`src/rtl/flash_aso_pkg.sv`:
```
package flash_aso_pkg;
  typedef enum logic [1:0] {
    M_READ = 2'd0,
    M_POLL = 2'd1,
    M_SR   = 2'd2,
    M_ASO  = 2'd3
  } mode_e;

  typedef enum logic [1:0] {
    OV_ID   = 2'd0,
    OV_SSR  = 2'd1,
    OV_PROT = 2'd2
  } ovl_e;

  typedef enum logic [2:0] {
    C_NONE = 3'd0,
    C_SR   = 3'd1,
    C_RST  = 3'd2,
    C_ID   = 3'd3,
    C_SSR  = 3'd4,
    C_PROT = 3'd5
  } cmd_e;

  localparam logic [7:0] OP_SR   = 8'h70;
  localparam logic [7:0] OP_RST  = 8'hF0;
  localparam logic [7:0] OP_ID   = 8'h90;
  localparam logic [7:0] OP_SSR  = 8'h88;
  localparam logic [7:0] OP_PROT = 8'h40;
endpackage

```
`src/rtl/flash_aso_bus_dec.sv`:
```
module flash_aso_bus_dec
  import flash_aso_pkg::*;
#(
  parameter int          AW     = 12,
  parameter logic [AW-1:0] UNLOCK = 12'h555
) (
  input  logic          clk,
  input  logic          rst_n,
  input  logic          ce_n,
  input  logic          rd_n,
  input  logic          wr_n,
  input  logic [AW-1:0] addr,
  input  logic [7:0]    cmd_data,
  output logic          wr_done,
  output logic          rd_done,
  output cmd_e          cmd
);
  logic wr_q, rd_q;
  logic wr_d, rd_d;

  always_comb begin
    wr_d = wr_n;
    rd_d = rd_n;
  end

  always_ff @(posedge clk or negedge rst_n) begin
    if (!rst_n) begin
      wr_q <= 1'b1;
      rd_q <= 1'b1;
    end else begin
      wr_q <= wr_d;
      rd_q <= rd_d;
    end
  end

  assign wr_done = ~wr_q & wr_n & ~ce_n;
  assign rd_done = ~rd_q & rd_n & ~ce_n;

  always_comb begin
    cmd = C_NONE;
    if (cmd_data == OP_RST) begin
      cmd = C_RST;
    end else if (addr == UNLOCK) begin
      unique case (cmd_data)
        OP_SR:   cmd = C_SR;
        OP_ID:   cmd = C_ID;
        OP_SSR:  cmd = C_SSR;
        OP_PROT: cmd = C_PROT;
        default: cmd = C_NONE;
      endcase
    end
  end
endmodule

```
`src/rtl/flash_aso_mode_fsm.sv`:
```
module flash_aso_mode_fsm
  import flash_aso_pkg::*;
(
  input  logic  clk,
  input  logic  rst_n,
  input  logic  wr_done,
  input  logic  rd_done,
  input  cmd_e  cmd,
  input  logic  busy,
  input  logic  suspended,
  output mode_e mode_o,
  output ovl_e  ovl_o,
  output logic  tog_o,
  output logic  act_o
);
  mode_e mode_q, mode_d, saved_q, saved_d;
  ovl_e  ovl_q, ovl_d;
  logic  tog_q, tog_d;
  logic  act, act_q, act_rise, act_fall;

  assign act      = busy & ~suspended;
  assign act_rise = act & ~act_q;
  assign act_fall = ~act & act_q;

  always_comb begin
    mode_d  = mode_q;
    saved_d = saved_q;
    ovl_d   = ovl_q;
    tog_d   = tog_q;
    if (mode_q == M_SR) begin
      if (rd_done) mode_d = saved_q;
    end else begin
      if (mode_q == M_POLL && rd_done) tog_d = ~tog_q;
      if (wr_done) begin
        if (cmd == C_SR) begin
          saved_d = mode_q;
          mode_d  = M_SR;
        end else if (cmd == C_RST && mode_q == M_ASO) begin
          mode_d = M_READ;
        end else if (mode_q == M_READ && cmd == C_ID) begin
          mode_d = M_ASO;
          ovl_d  = OV_ID;
        end else if (mode_q == M_READ && !suspended && cmd == C_SSR) begin
          mode_d = M_ASO;
          ovl_d  = OV_SSR;
        end else if (mode_q == M_READ && !suspended && cmd == C_PROT) begin
          mode_d = M_ASO;
          ovl_d  = OV_PROT;
        end
      end
    end
    // algorithm state changes re-target the live or the saved mode
    if (act_rise) begin
      if (mode_d == M_READ) begin
        mode_d = M_POLL;
        tog_d  = 1'b0;
      end else if (mode_d == M_SR && saved_d == M_READ) begin
        saved_d = M_POLL;
        tog_d   = 1'b0;
      end
    end
    if (act_fall) begin
      if (mode_d == M_POLL) mode_d = M_READ;
      else if (mode_d == M_SR && saved_d == M_POLL) saved_d = M_READ;
    end
  end

  always_ff @(posedge clk or negedge rst_n) begin
    if (!rst_n) begin
      mode_q  <= M_READ;
      saved_q <= M_READ;
      ovl_q   <= OV_ID;
      tog_q   <= 1'b0;
      act_q   <= 1'b0;
    end else begin
      mode_q  <= mode_d;
      saved_q <= saved_d;
      ovl_q   <= ovl_d;
      tog_q   <= tog_d;
      act_q   <= act;
    end
  end

  assign mode_o = mode_q;
  assign ovl_o  = ovl_q;
  assign tog_o  = tog_q;
  assign act_o  = act;

  p_sr_exit_r7: assert property (@(posedge clk) disable iff (!rst_n)
    (mode_q == M_SR && rd_done && !act_rise && !act_fall) |=> mode_q == $past(saved_q));
  p_sr_hold_r6: assert property (@(posedge clk) disable iff (!rst_n)
    (mode_q == M_SR && !rd_done) |=> mode_q == M_SR);
  p_rst_cmd_r4: assert property (@(posedge clk) disable iff (!rst_n)
    (mode_q == M_ASO && wr_done && cmd == C_RST) |=> mode_q == M_READ);
  p_susp_filter_r9: assert property (@(posedge clk) disable iff (!rst_n)
    (mode_q == M_READ && suspended && wr_done && (cmd == C_SSR || cmd == C_PROT))
      |=> mode_q == M_READ);
  p_poll_entry_r8: assert property (@(posedge clk) disable iff (!rst_n)
    (mode_q == M_READ && act_rise && !wr_done) |=> mode_q == M_POLL);
endmodule

```
`src/rtl/flash_aso_read_mux.sv`:
```
module flash_aso_read_mux
  import flash_aso_pkg::*;
#(
  parameter int          AW        = 12,
  parameter int          DW        = 16,
  parameter int          ID_WORDS  = 16,
  parameter int          SSR_WORDS = 32,
  parameter int          PRT_WORDS = 8,
  parameter logic [DW-1:0] FILL    = 16'hFFFF
) (
  input  mode_e          mode,
  input  ovl_e           ovl,
  input  logic [AW-1:0]  addr,
  input  logic           tog,
  input  logic           act,
  input  logic           suspended,
  output logic [DW-1:0]  dout
);
  localparam int PAD = DW - 8;
  localparam logic [DW-1:0] MAIN_KEY = DW'(16'hC3C3);

  logic [DW-1:0] main_w, id_w, ssr_w, prt_w, stat_w, poll_w, ovl_w;
  logic          in_id, in_ssr, in_prt;

  assign in_id  = int'(addr) < ID_WORDS;
  assign in_ssr = int'(addr) < SSR_WORDS;
  assign in_prt = int'(addr) < PRT_WORDS;

  assign main_w = DW'(addr) ^ MAIN_KEY;
  assign id_w   = in_id  ? DW'(16'h0100) + DW'(addr) : FILL;
  assign ssr_w  = in_ssr ? DW'(16'hE000) | DW'(addr) : FILL;
  assign prt_w  = in_prt ? DW'(16'h8000) >> addr : FILL;
  assign stat_w = {{PAD{1'b0}}, ~act, suspended, 6'b0};
  assign poll_w = {{PAD{1'b0}}, 1'b0, tog, 6'b0};

  always_comb begin
    unique case (ovl)
      OV_SSR:  ovl_w = ssr_w;
      OV_PROT: ovl_w = prt_w;
      default: ovl_w = id_w;
    endcase
  end

  always_comb begin
    unique case (mode)
      M_POLL:  dout = poll_w;
      M_SR:    dout = stat_w;
      M_ASO:   dout = ovl_w;
      default: dout = main_w;
    endcase
  end
endmodule

```
`src/rtl/flash_aso_ctrl.sv`:
```
module flash_aso_ctrl
  import flash_aso_pkg::*;
#(
  parameter int AW = 12,
  parameter int DW = 16
) (
  input  logic          clk,
  input  logic          rst_n,
  input  logic          ce_n,
  input  logic          rd_n,
  input  logic          wr_n,
  input  logic [AW-1:0] addr,
  input  logic [7:0]    cmd_data,
  input  logic          busy,
  input  logic          suspended,
  output logic [DW-1:0] dout,
  output logic [1:0]    mode
);
  logic  rst_s1, rst_sn;
  logic  wr_done, rd_done, tog, act;
  cmd_e  cmd;
  mode_e mode_w;
  ovl_e  ovl;

  // asynchronous assert, synchronous release
  always_ff @(posedge clk or negedge rst_n) begin
    if (!rst_n) begin
      rst_s1 <= 1'b0;
      rst_sn <= 1'b0;
    end else begin
      rst_s1 <= 1'b1;
      rst_sn <= rst_s1;
    end
  end

  flash_aso_bus_dec #(.AW(AW), .UNLOCK(AW'(12'h555))) u_dec (
    .clk(clk), .rst_n(rst_sn), .ce_n(ce_n), .rd_n(rd_n), .wr_n(wr_n),
    .addr(addr), .cmd_data(cmd_data),
    .wr_done(wr_done), .rd_done(rd_done), .cmd(cmd)
  );

  flash_aso_mode_fsm u_fsm (
    .clk(clk), .rst_n(rst_sn), .wr_done(wr_done), .rd_done(rd_done),
    .cmd(cmd), .busy(busy), .suspended(suspended),
    .mode_o(mode_w), .ovl_o(ovl), .tog_o(tog), .act_o(act)
  );

  flash_aso_read_mux #(.AW(AW), .DW(DW)) u_mux (
    .mode(mode_w), .ovl(ovl), .addr(addr), .tog(tog), .act(act),
    .suspended(suspended), .dout(dout)
  );

  assign mode = mode_w;
endmodule

```
`config.mk`:
```
export PLATFORM = sky130hd
export DESIGN_NAME = flash_aso_ctrl
export DESIGN_NICKNAME = d
export VERILOG_FILES = /design/src/rtl/flash_aso_pkg.sv /design/src/rtl/flash_aso_bus_dec.sv /design/src/rtl/flash_aso_mode_fsm.sv /design/src/rtl/flash_aso_read_mux.sv /design/src/rtl/flash_aso_ctrl.sv
export SDC_FILE = /design/constraint.sdc
export NUM_CORES = 1
export LEC_CHECK = 0
export ABC_AREA = 1
export ABC_CLOCK_PERIOD_IN_PS = 2300
export CAP_MARGIN = 20
export CORE_UTILIZATION = 40
export CTS_CLUSTER_SIZE = 40
export DETAILED_ROUTE_END_ITERATION = 10
export PLACE_DENSITY = 0.79
export SYNTH_ARGS = -nofsm -noshare
export SYNTH_HDL_FRONTEND = slang
export SYNTH_SLANG_ARGS = --single-unit
```
`constraint.sdc`:
```
create_clock -name clk -period 2.3 [get_ports clk]
set_clock_uncertainty 0.1 [all_clocks]
set_input_delay 0.46 -clock clk [delete_from_list [all_inputs] [get_ports clk]]
set_output_delay 0.46 -clock clk [all_outputs]
set_load 0.02 [all_outputs]
```
**Yosys cells after proc, flatten, opt, wreduce, memory -nomap -nowiden**

Index checks and enable logic that the tools add are counted.

- Output and inout bits: 18
- Flip-flop bits (word level): 12

- Shifts and indexed selects: 1
- Reduce and logical (&&, ||, !) cells: 14
- Bitwise operators: 18
- Add/sub/neg operators: 1
- Magnitude comparators: 3
- Multiplexer cells: 37
- Equality and inequality tests: 20

Operator list:

| cell | count |
|---|---|
| 2-to-1 mux 2 bit | 24 |
| one-hot mux 16 bit (3 select lines) | 1 |
| 2-to-1 mux 16 bit | 2 |
| one-hot mux 16 bit (2 select lines) | 1 |
| equality test 8 bit (second input constant) | 3 |
| equality test 8 x 7 -> 1 bit (second input constant) | 2 |
| right shift 16 x 12 -> 16 bit (first input constant) | 1 |
| adder 9 x 12 -> 13 bit (first input constant) | 1 |
| 2-to-1 mux 13 bit | 1 |
| equality test 12 x 11 -> 1 bit (second input constant) | 1 |
| < comparator 12 x 4 -> 1 bit (second input constant) | 1 |
| < comparator 12 x 5 -> 1 bit (second input constant) | 1 |
| < comparator 12 x 6 -> 1 bit (second input constant) | 1 |
| one-hot mux 3 bit (4 select lines) | 1 |
| equality test 2 bit (second input constant) | 5 |
| inverter 1 bit | 10 |
| equality test 2 x 1 -> 1 bit (second input constant) | 4 |
| logical AND 1 bit | 8 |
| inverter 6 -> 8 bit | 1 |
| bitwise AND 1 bit | 7 |
| equality test 3 x 2 -> 1 bit (second input constant) | 2 |
| equality test 3 bit (second input constant) | 2 |
| zero test 2 bit | 3 |
| 2-to-1 mux 3 bit | 2 |
| other kinds (5) | 9 |

**Longest topological paths before layout**

Gate-level depths: netlist (run 1).

- Depth after elaboration: 23
- Gate-level depth with buffers: 15

**Hierarchy**

From an unflattened synthesis (run 1), not the netlist that was laid out.

- Cell total of the unflattened synthesis: 320
- Area total of the unflattened synthesis: 1791.7 um^2

Modules (own cells, without submodules):

| module | area an instance (um^2) | instances | cells each | seq. area each (um^2) |
|---|---|---|---|---|
| flash_aso_read_mux | 854.6 | 1 | 183 | 0.0 |
| flash_aso_mode_fsm | 594.3 | 1 | 79 | 200.2 |
| flash_aso_bus_dec | 289.0 | 1 | 55 | 52.6 |
| flash_aso_ctrl | 53.8 | 1 | 3 | 50.0 |

**Worst setup path after synthesis (run 1)**

OpenSTA, ideal clock, no wires.

- Kind: input port to output port
- Start: input port addr[9]
- End: output port dout[14]
- Stages: 9
- Setup slack: -0.187 ns
- Arrival: 1.927 ns
- Path through: inv_1 > ha_1 > inv_1 > o21ai_0 > nor2_1 > inv_1 > buf_2 > nand2_1 > o21ai_0

- Cells in the longest elaborated chain, start to end: 4
- Elaborated cells on any way between the ends: 7
- Those cells by class: order compare (2); shift (1); mux (4)

RTL lines:

| item | line | RTL |
|---|---|---|
| start: declaration | flash_aso_ctrl.sv:12 | `input logic [AW-1:0] addr,` |
| < comparator 12 x 5 -> 1 bit (tied with other cells) | flash_aso_read_mux.sv:25 | `assign in_id = int'(addr) < ID_WORDS;` |
| 2-to-1 mux 16 bit, on equally long branches | flash_aso_read_mux.sv:30, flash_aso_read_mux.sv:32 |  |
| one-hot mux 16 bit (2 select lines) (*) | flash_aso_read_mux.sv:37 | `unique case (ovl)` |
| one-hot mux 16 bit (3 select lines) (*) | flash_aso_read_mux.sv:45 | `unique case (mode)` |
| end: declaration | flash_aso_ctrl.sv:16 | `output logic [DW-1:0] dout,` |

Mark *: on every way between the ends. The rest lies on a longest branch, timed or not.

**Final worst setup path (run 1)**

- Start: input port addr[7]
- End: output port dout[6]

- Cells in the longest elaborated chain, start to end: 4
- Elaborated cells on any way between the ends: 9
- Those cells by class: order compare (3); shift (1); mux (5)

RTL lines:

| item | line | RTL |
|---|---|---|
| < comparator 12 x 5 -> 1 bit (tied with other cells) | flash_aso_read_mux.sv:25 |  |
| 2-to-1 mux 16 bit (tied with other cells) | flash_aso_read_mux.sv:30 | `assign id_w = in_id ? DW'(16'h0100) + DW'(addr) : FILL;` |
| one-hot mux 16 bit (2 select lines) (*) | flash_aso_read_mux.sv:37 |  |
| one-hot mux 16 bit (3 select lines) (*) | flash_aso_read_mux.sv:45 |  |

Marks and branches as above.

==> flow_summary_export.csv, run 1 <==
group,metric,value,unit
sta,finalHoldViolCount,0,
setup_path,critical_path_required,1.74,ns
yosys,synth_seq_cells,12,
clock_tree,worstSkewPairLatency,0.25,ns
clock_tree,clk_path_buf_depth,2,
setup_path,crit_fanout,4,
min_path,hold_class,"reg2async",
yosys,synth_top_family_by_area,"simple AND/OR/NAND/NOR gates",
drt,first_pass_iters,5,
sta,rsz0062_at_grt,"true",
final_layout,final_common_cell,"buf_4",
drt,avgRoutedWirePerCell,18.4,µm
setup_path,startpoint_type,"primary input",
placed_design,post-dp-hpwl,4460,µm
floorplan,ioPinCount,45,
drt,drt-initial-drc-count,339,
clock_tree,cts-root-buf,"clkbuf_8",
floorplan,rows,23,
yosys,synthSimpleGateAreaFrac,0.405,
yosys,synth.area.top_cells,"nand2_1 (15%), dfrtp_1 (15%), inv_1 (9.7%)",
placed_design,dpl.cell_count,446,
setup_path,arrival,2.17,ns
grt,gr-usage-all-layers,0.320,
yosys,synthXorXnorAreaFrac,0.0103,
sta,setup_ws,-0.428,ns
clock_tree,clk_pin_slew,0.06,ns
floorplan,die_area,4530,µm²
power,p_leak,1.55,nW
status,violations,"negative setup slack",
yosys,synthAdderAreaFrac,0.0440,
sta,hold_ws,0.0744,ns
clock_tree,cts_hold_buf,0,
yosys,muxShareOfSynthArea,0,
setup_path,path_class,"in2out",
drt,vias,2865,
yosys,synth_fp_nets,332,
yosys,synth_top_area_share,0.147,
yosys,synth_cells,299,
sta,period_needed,2.73,ns
floorplan,die-height,67.3,µm
final_layout,fin_util,0.822,
final_layout,layout_common_cells,"buf_4 (77), nand2_1 (55), inv_1 (32)",
drt,drt-total-wl,8720,µm
placed_design,gp_congestion,0.961,
drt,ant_nets,0,
yosys,synth.distinct_cells,35,
sta,finalSetupViolCount,18,
drt,avgViaCountPerCell,6.03,
clock_tree,htreeDepth,1,
run,maxCapViolations,0,
setup_path,end_kind,"primary output",
power,irDropWorstVdd,493,µV
clock_tree,cts_tree,"built",
clock_tree,cts_sinks,12,
floorplan,initial_core_util,0.420,
sta,post-route-period-util,1.19,
clock_tree,numCtsBuffers,3,
drt,drc,0,
grt,grt_max_degree,17,
yosys,synth_largest_area_cell,"nand2_1",
yosys,synth.avg_cell_area,5.70,µm²
yosys,yosysSeqAreaShare,0.178,
yosys,yosys_warnings,0,
floorplan,fp.dieW,67.3,µm
grt,grt_pass1_wl,10900,µm
status,status,"finished with violations",
floorplan,design.core.area,4060,µm²
grt,grt_pass1_vias,2530,
final_layout,diodes,0,
final_layout,nNetsFinal,459,
sta,slew_violations,0,
yosys,mappedNetlistArea,1710,µm²
grt,overflow,0,
grt,antenna_found_initial,0,
final_layout,drive_above_1_share,0.513,
placed_design,numPortBuffers,44,
sta,max_freq,0.367,GHz
power,pwr_density_cell,584,nW/µm²
final_layout,fin_cells,475,
final_layout,synthToLayoutAreaGrowth,95.5,%
yosys,synth_compound_area_frac,0.247,
-- final cells by class --
| class | count | area, µm² |
|---|---|---|
| clock buffer | 4 | 55.1 |
| fill | 242 | 723 |
| inverter | 46 | 200 |
| multi-input combinational | 236 | 1590 |
| sequential | 12 | 303 |
| tap | 50 | 62.6 |
| timing repair buffer | 127 | 1120 |
-- critical path, cell delays in order --
cell and delay (ns):
buf_8 0.10, nor2_4 0.16, nand2_4 0.12, buf_6 0.15
inv_4 0.08, o21ai_4 0.10, buf_12 0.14, nor2_4 0.12
buf_6 0.11, buf_4 0.09, buf_4 0.09, nand2_2 0.03
nand3_1 0.10, nand4_1 0.13, buf_6 0.16
-- metrics by stage --
step / TNS, ns / power (mW) / instance area (µm²) / worst slack, ns
after floorplan: 0 / 0.919 / 1750 / 0.00379
after global placement: -18.37 / 1.51 / 2670 / -1.10
after detailed placement: -19.25 / 1.52 / 2670 / -1.14
after CTS: -1.75 / 1.74 / 3020 / -0.167
after global routing: -7.69 / 2.04 / 3330 / -0.594
final: -4.92 / 1.95 / 3330 / -0.428
-- Yosys cell counts (all sizes together) --
master and instances:
o21ai 35, o211ai 4, dfrtp 10, nor3b 1, nand4 5, inv 46
o22ai 5, nor4 1, buf 2, o21a 1, ha 6, clkbuf 3
o32ai 1, a21boi 1, a22oi 1, conb 1, nor3 2, nand2 74
a21oi 22, a31oi 1, xor2 2, a21o 1, dfstp 2, nand3 23
a22o 1, nor2 48
-- sequential cells by signal, summed over array words and instances (netlist names) --
name,flops
u_fsm.mode_o,2
u_fsm.ovl_o,2
u_fsm.saved_q,2
rst_s1,1
rst_sn,1
u_dec.rd_q,1
u_dec.wr_q,1
u_fsm.act_q,1
u_fsm.tog_o,1
-- what timing repair did --
item                       4_1_cts  5_1_grt
setup endpoints to repair       20       20
buffers inserted                13       11
pin swaps                       38       48
gates cloned                     1        0
resized for setup              212       78
-- report_power, final --
part           switching [mW]  leakage, nW  total [mW]  internal (mW)
combinational           0.812         1.39        1.44          0.628
sequential             0.0302        0.136       0.270          0.239
clock                  0.0860       0.0288       0.238          0.152
total                   0.928         1.55        1.95           1.02
-- worst paths after layout --
path	depth (start not counted)	from	slack (ns)	to
max	15	addr[7]	-0.43	dout[6]
min	0	rst_sn	0.07	u_fsm.act_q
max reg2reg	12	u_fsm.mode_o[0]	0.19	u_fsm.saved_q[0]
min reg2reg	0	rst_sn	0.07	u_fsm.act_q
max in group asynchronous	1	rst_n	1.68	rst_sn
min in group clk	0	rst_s1	0.26	rst_sn
-- logic make-up after synthesis --
| logic type | Yosys count |
|---|---|
| simple gates | 154 |
| compound gates | 73 |
| buf+inv | 51 |
| flops | 12 |
| fa+ha+maj | 6 |
| xor+xnor | 2 |
| other cells | 1 |
-- per-layer routing --
metal | wire [µm] | part of all wire | vias to the layer above | global-route usage
li1 | - | - | 1244 | -
met1 | 2930 | 0.34 | 1327 | 0.333
met2 | 4330 | 0.50 | 211 | 0.569
met3 | 731 | 0.084 | 83 | 0.0557
met4 | 735 | 0.084 | 0 | 0.242
met5 | 0 | 0 | - | 0
No activity file was read; power rests on OpenSTA's default activity.
==> inputs of run 2 (changes only) <==
- CORE_MARGIN: not set -> 2
- SKIP_LAST_GASP: not set -> 1
==> flow_summary_export.csv, run 2 (synthesis gave the netlist of run 1 again) <==
group,metric,value,unit
placed_design,post-dp-hpwl,4750,µm
power,total_power,1.87,mW
power,pwr_density_cell,566,nW/µm²
setup_path,arrival,2.04,ns
drt,drt-initial-drc-count,316,
setup_path,rr_worst_depth,11,
final_layout,fin_cells,472,
sta,hold_ws,0.0705,ns
power,irDropWorstVdd,457,µV
sta,slew_violations,0,
setup_path,timing.rr.start,"u_fsm.mode_o[1]",
status,status,"finished with violations",
setup_path,critical_path_required,1.74,ns
floorplan,initial_core_util,0.420,
drt,avgRoutedWirePerCell,16.6,µm
sta,rsz0062_at_grt,"true",
setup_path,crit_fanout,5,
power,switching_share,0.471,
final_layout,layout_common_cells,"buf_4 (79), nand2_1 (54), inv_1 (32)",
sta,max_slew_margin,0.649,
sta,max_freq,0.385,GHz
grt,grt_max_degree,13,
power,p_leak,1.55,nW
floorplan,die-height,69.3,µm
power,combPwrFrac,0.759,
sta,finalSetupViolCount,16,
clock_tree,worstSkewPairLatency,0.24,ns
final_layout,drive_above_1_share,0.512,
setup_path,reg2reg_to,"u_fsm.saved_q[0]",
grt,overflow,0,
power,pwr-share-clk,0.099,
floorplan,rows,23,
run,maxCapViolations,0,
power,internal_power,0.988,mW
grt,grt_pass1_wl,11700,µm
final_layout,diodes,0,
setup_path,reg2reg_slack,0.23,ns
grt,gr-usage-all-layers,0.294,
clock_tree,cts-root-buf,"clkbuf_8",
drt,drt-total-wl,7840,µm
clock_tree,cts_tree,"built",
floorplan,fp.dieW,69.3,µm
clock_tree,clk_path_buf_depth,2,
clock_tree,numCtsBuffers,3,
clock_tree,cts_sinks,12,
status,violations,"negative setup slack",
final_layout,final_common_cell,"buf_4",
floorplan,ioPinCount,45,
setup_path,end_kind,"primary output",
sta,fin_tns_setup,-3.52,ns
floorplan,design.core.area,4060,µm²
drt,first_pass_iters,4,
power,seqPwrFrac,0.142,
drt,vias,2656,
sta,period_needed,2.60,ns
drt,ant_nets,0,
sta,setup_ws,-0.298,ns
final_layout,synthToLayoutAreaGrowth,93.3,%
placed_design,dpl.cell_count,452,
min_path,hold_class,"reg2async",
floorplan,die_area,4800,µm²
placed_design,numPortBuffers,44,
setup_path,path_class,"in2out",
sta,tightestPinTransition,0.526,ns
clock_tree,clk_pin_slew,0.05,ns
drt,avgViaCountPerCell,5.63,
final_layout,nNetsFinal,457,
placed_design,gp_congestion,0.997,
grt,grt_pass1_vias,2597,
clock_tree,htreeDepth,1,
power,p_sw,0.879,mW
setup_path,startpoint_type,"primary input",
sta,finalHoldViolCount,0,
sta,post-route-period-util,1.13,
drt,drc,0,
grt,antenna_found_initial,0,
==> run 2: worst max path at each step <==
stage	slack, ns	end	startpoint
after floorplan	0.004	dout[6]	addr[8]
after global placement	-1.08	dout[5]	addr[8]
after detailed placement	-1.12	dout[5]	addr[8]
after CTS	-0.17	dout[4]	addr[11]
after global routing	-0.41	dout[1]	addr[10]
final	-0.30	dout[8]	addr[7]
==> run 2: layout make-up <==
| class | instances | area [µm²] |
|---|---|---|
| Multi-Input combinational cell | 236 | 1600 |
| Timing Repair Buffer | 125 | 1100 |
| Fill cell | 268 | 762 |
| Sequential cell | 12 | 303 |
| Inverter | 46 | 193 |
| Tap cell | 50 | 62.6 |
| Clock buffer | 3 | 41.3 |
==> run 2: what timing repair did <==
item,CTS,global route
pin swaps,46,49
endpoints found under the setup margin,20,21
setup buffers,9,7
gates cloned,1,0
resized for setup,229,62
hold buffers,0,0
==> run 2: metal layers <==
layer,up-vias,track usage,share of wire
met2,148,0.541,0.51
met4,0,0.170,0.075
met1,1221,0.314,0.35
met5,-,0,0
met3,56,0.0480,0.063
li1,1231,-,-
==> run 2: critical path, stage by stage <==
cell and delay, ns:
buf_6 0.10, nor2_4 0.15, nand2_4 0.11, buf_6 0.14, inv_4 0.06, o21ai_4 0.07, a21oi_4 0.22, buf_6 0.17
o21ai_1 0.07, nand2_1 0.07, a21oi_1 0.07, o21ai_1 0.08, o21ai_1 0.08, buf_4 0.17
==> run 2: stage by stage <==
step | setup WS, ns | utilization | area [µm²]
after CTS | -0.174 | 0.750 | 3040
after floorplan | 0.00379 | - | 1750
after global placement | -1.08 | 0.667 | 2710
after detailed placement | -1.12 | 0.667 | 2710
final | -0.298 | 0.812 | 3300
after global routing | -0.414 | 0.812 | 3300
==> run 2: power groups by stage <==
stage	clock network (mW)	registers [mW]	logic [mW]
6_report	0.186	0.265	1.42
5_1_grt	0.203	0.269	1.50
4_1_cts	0.188	0.265	1.30
3_5_place_dp	0	0.268	1.26
3_3_place_gp	0	0.265	1.24
2_1_floorplan	0	0.278	0.640
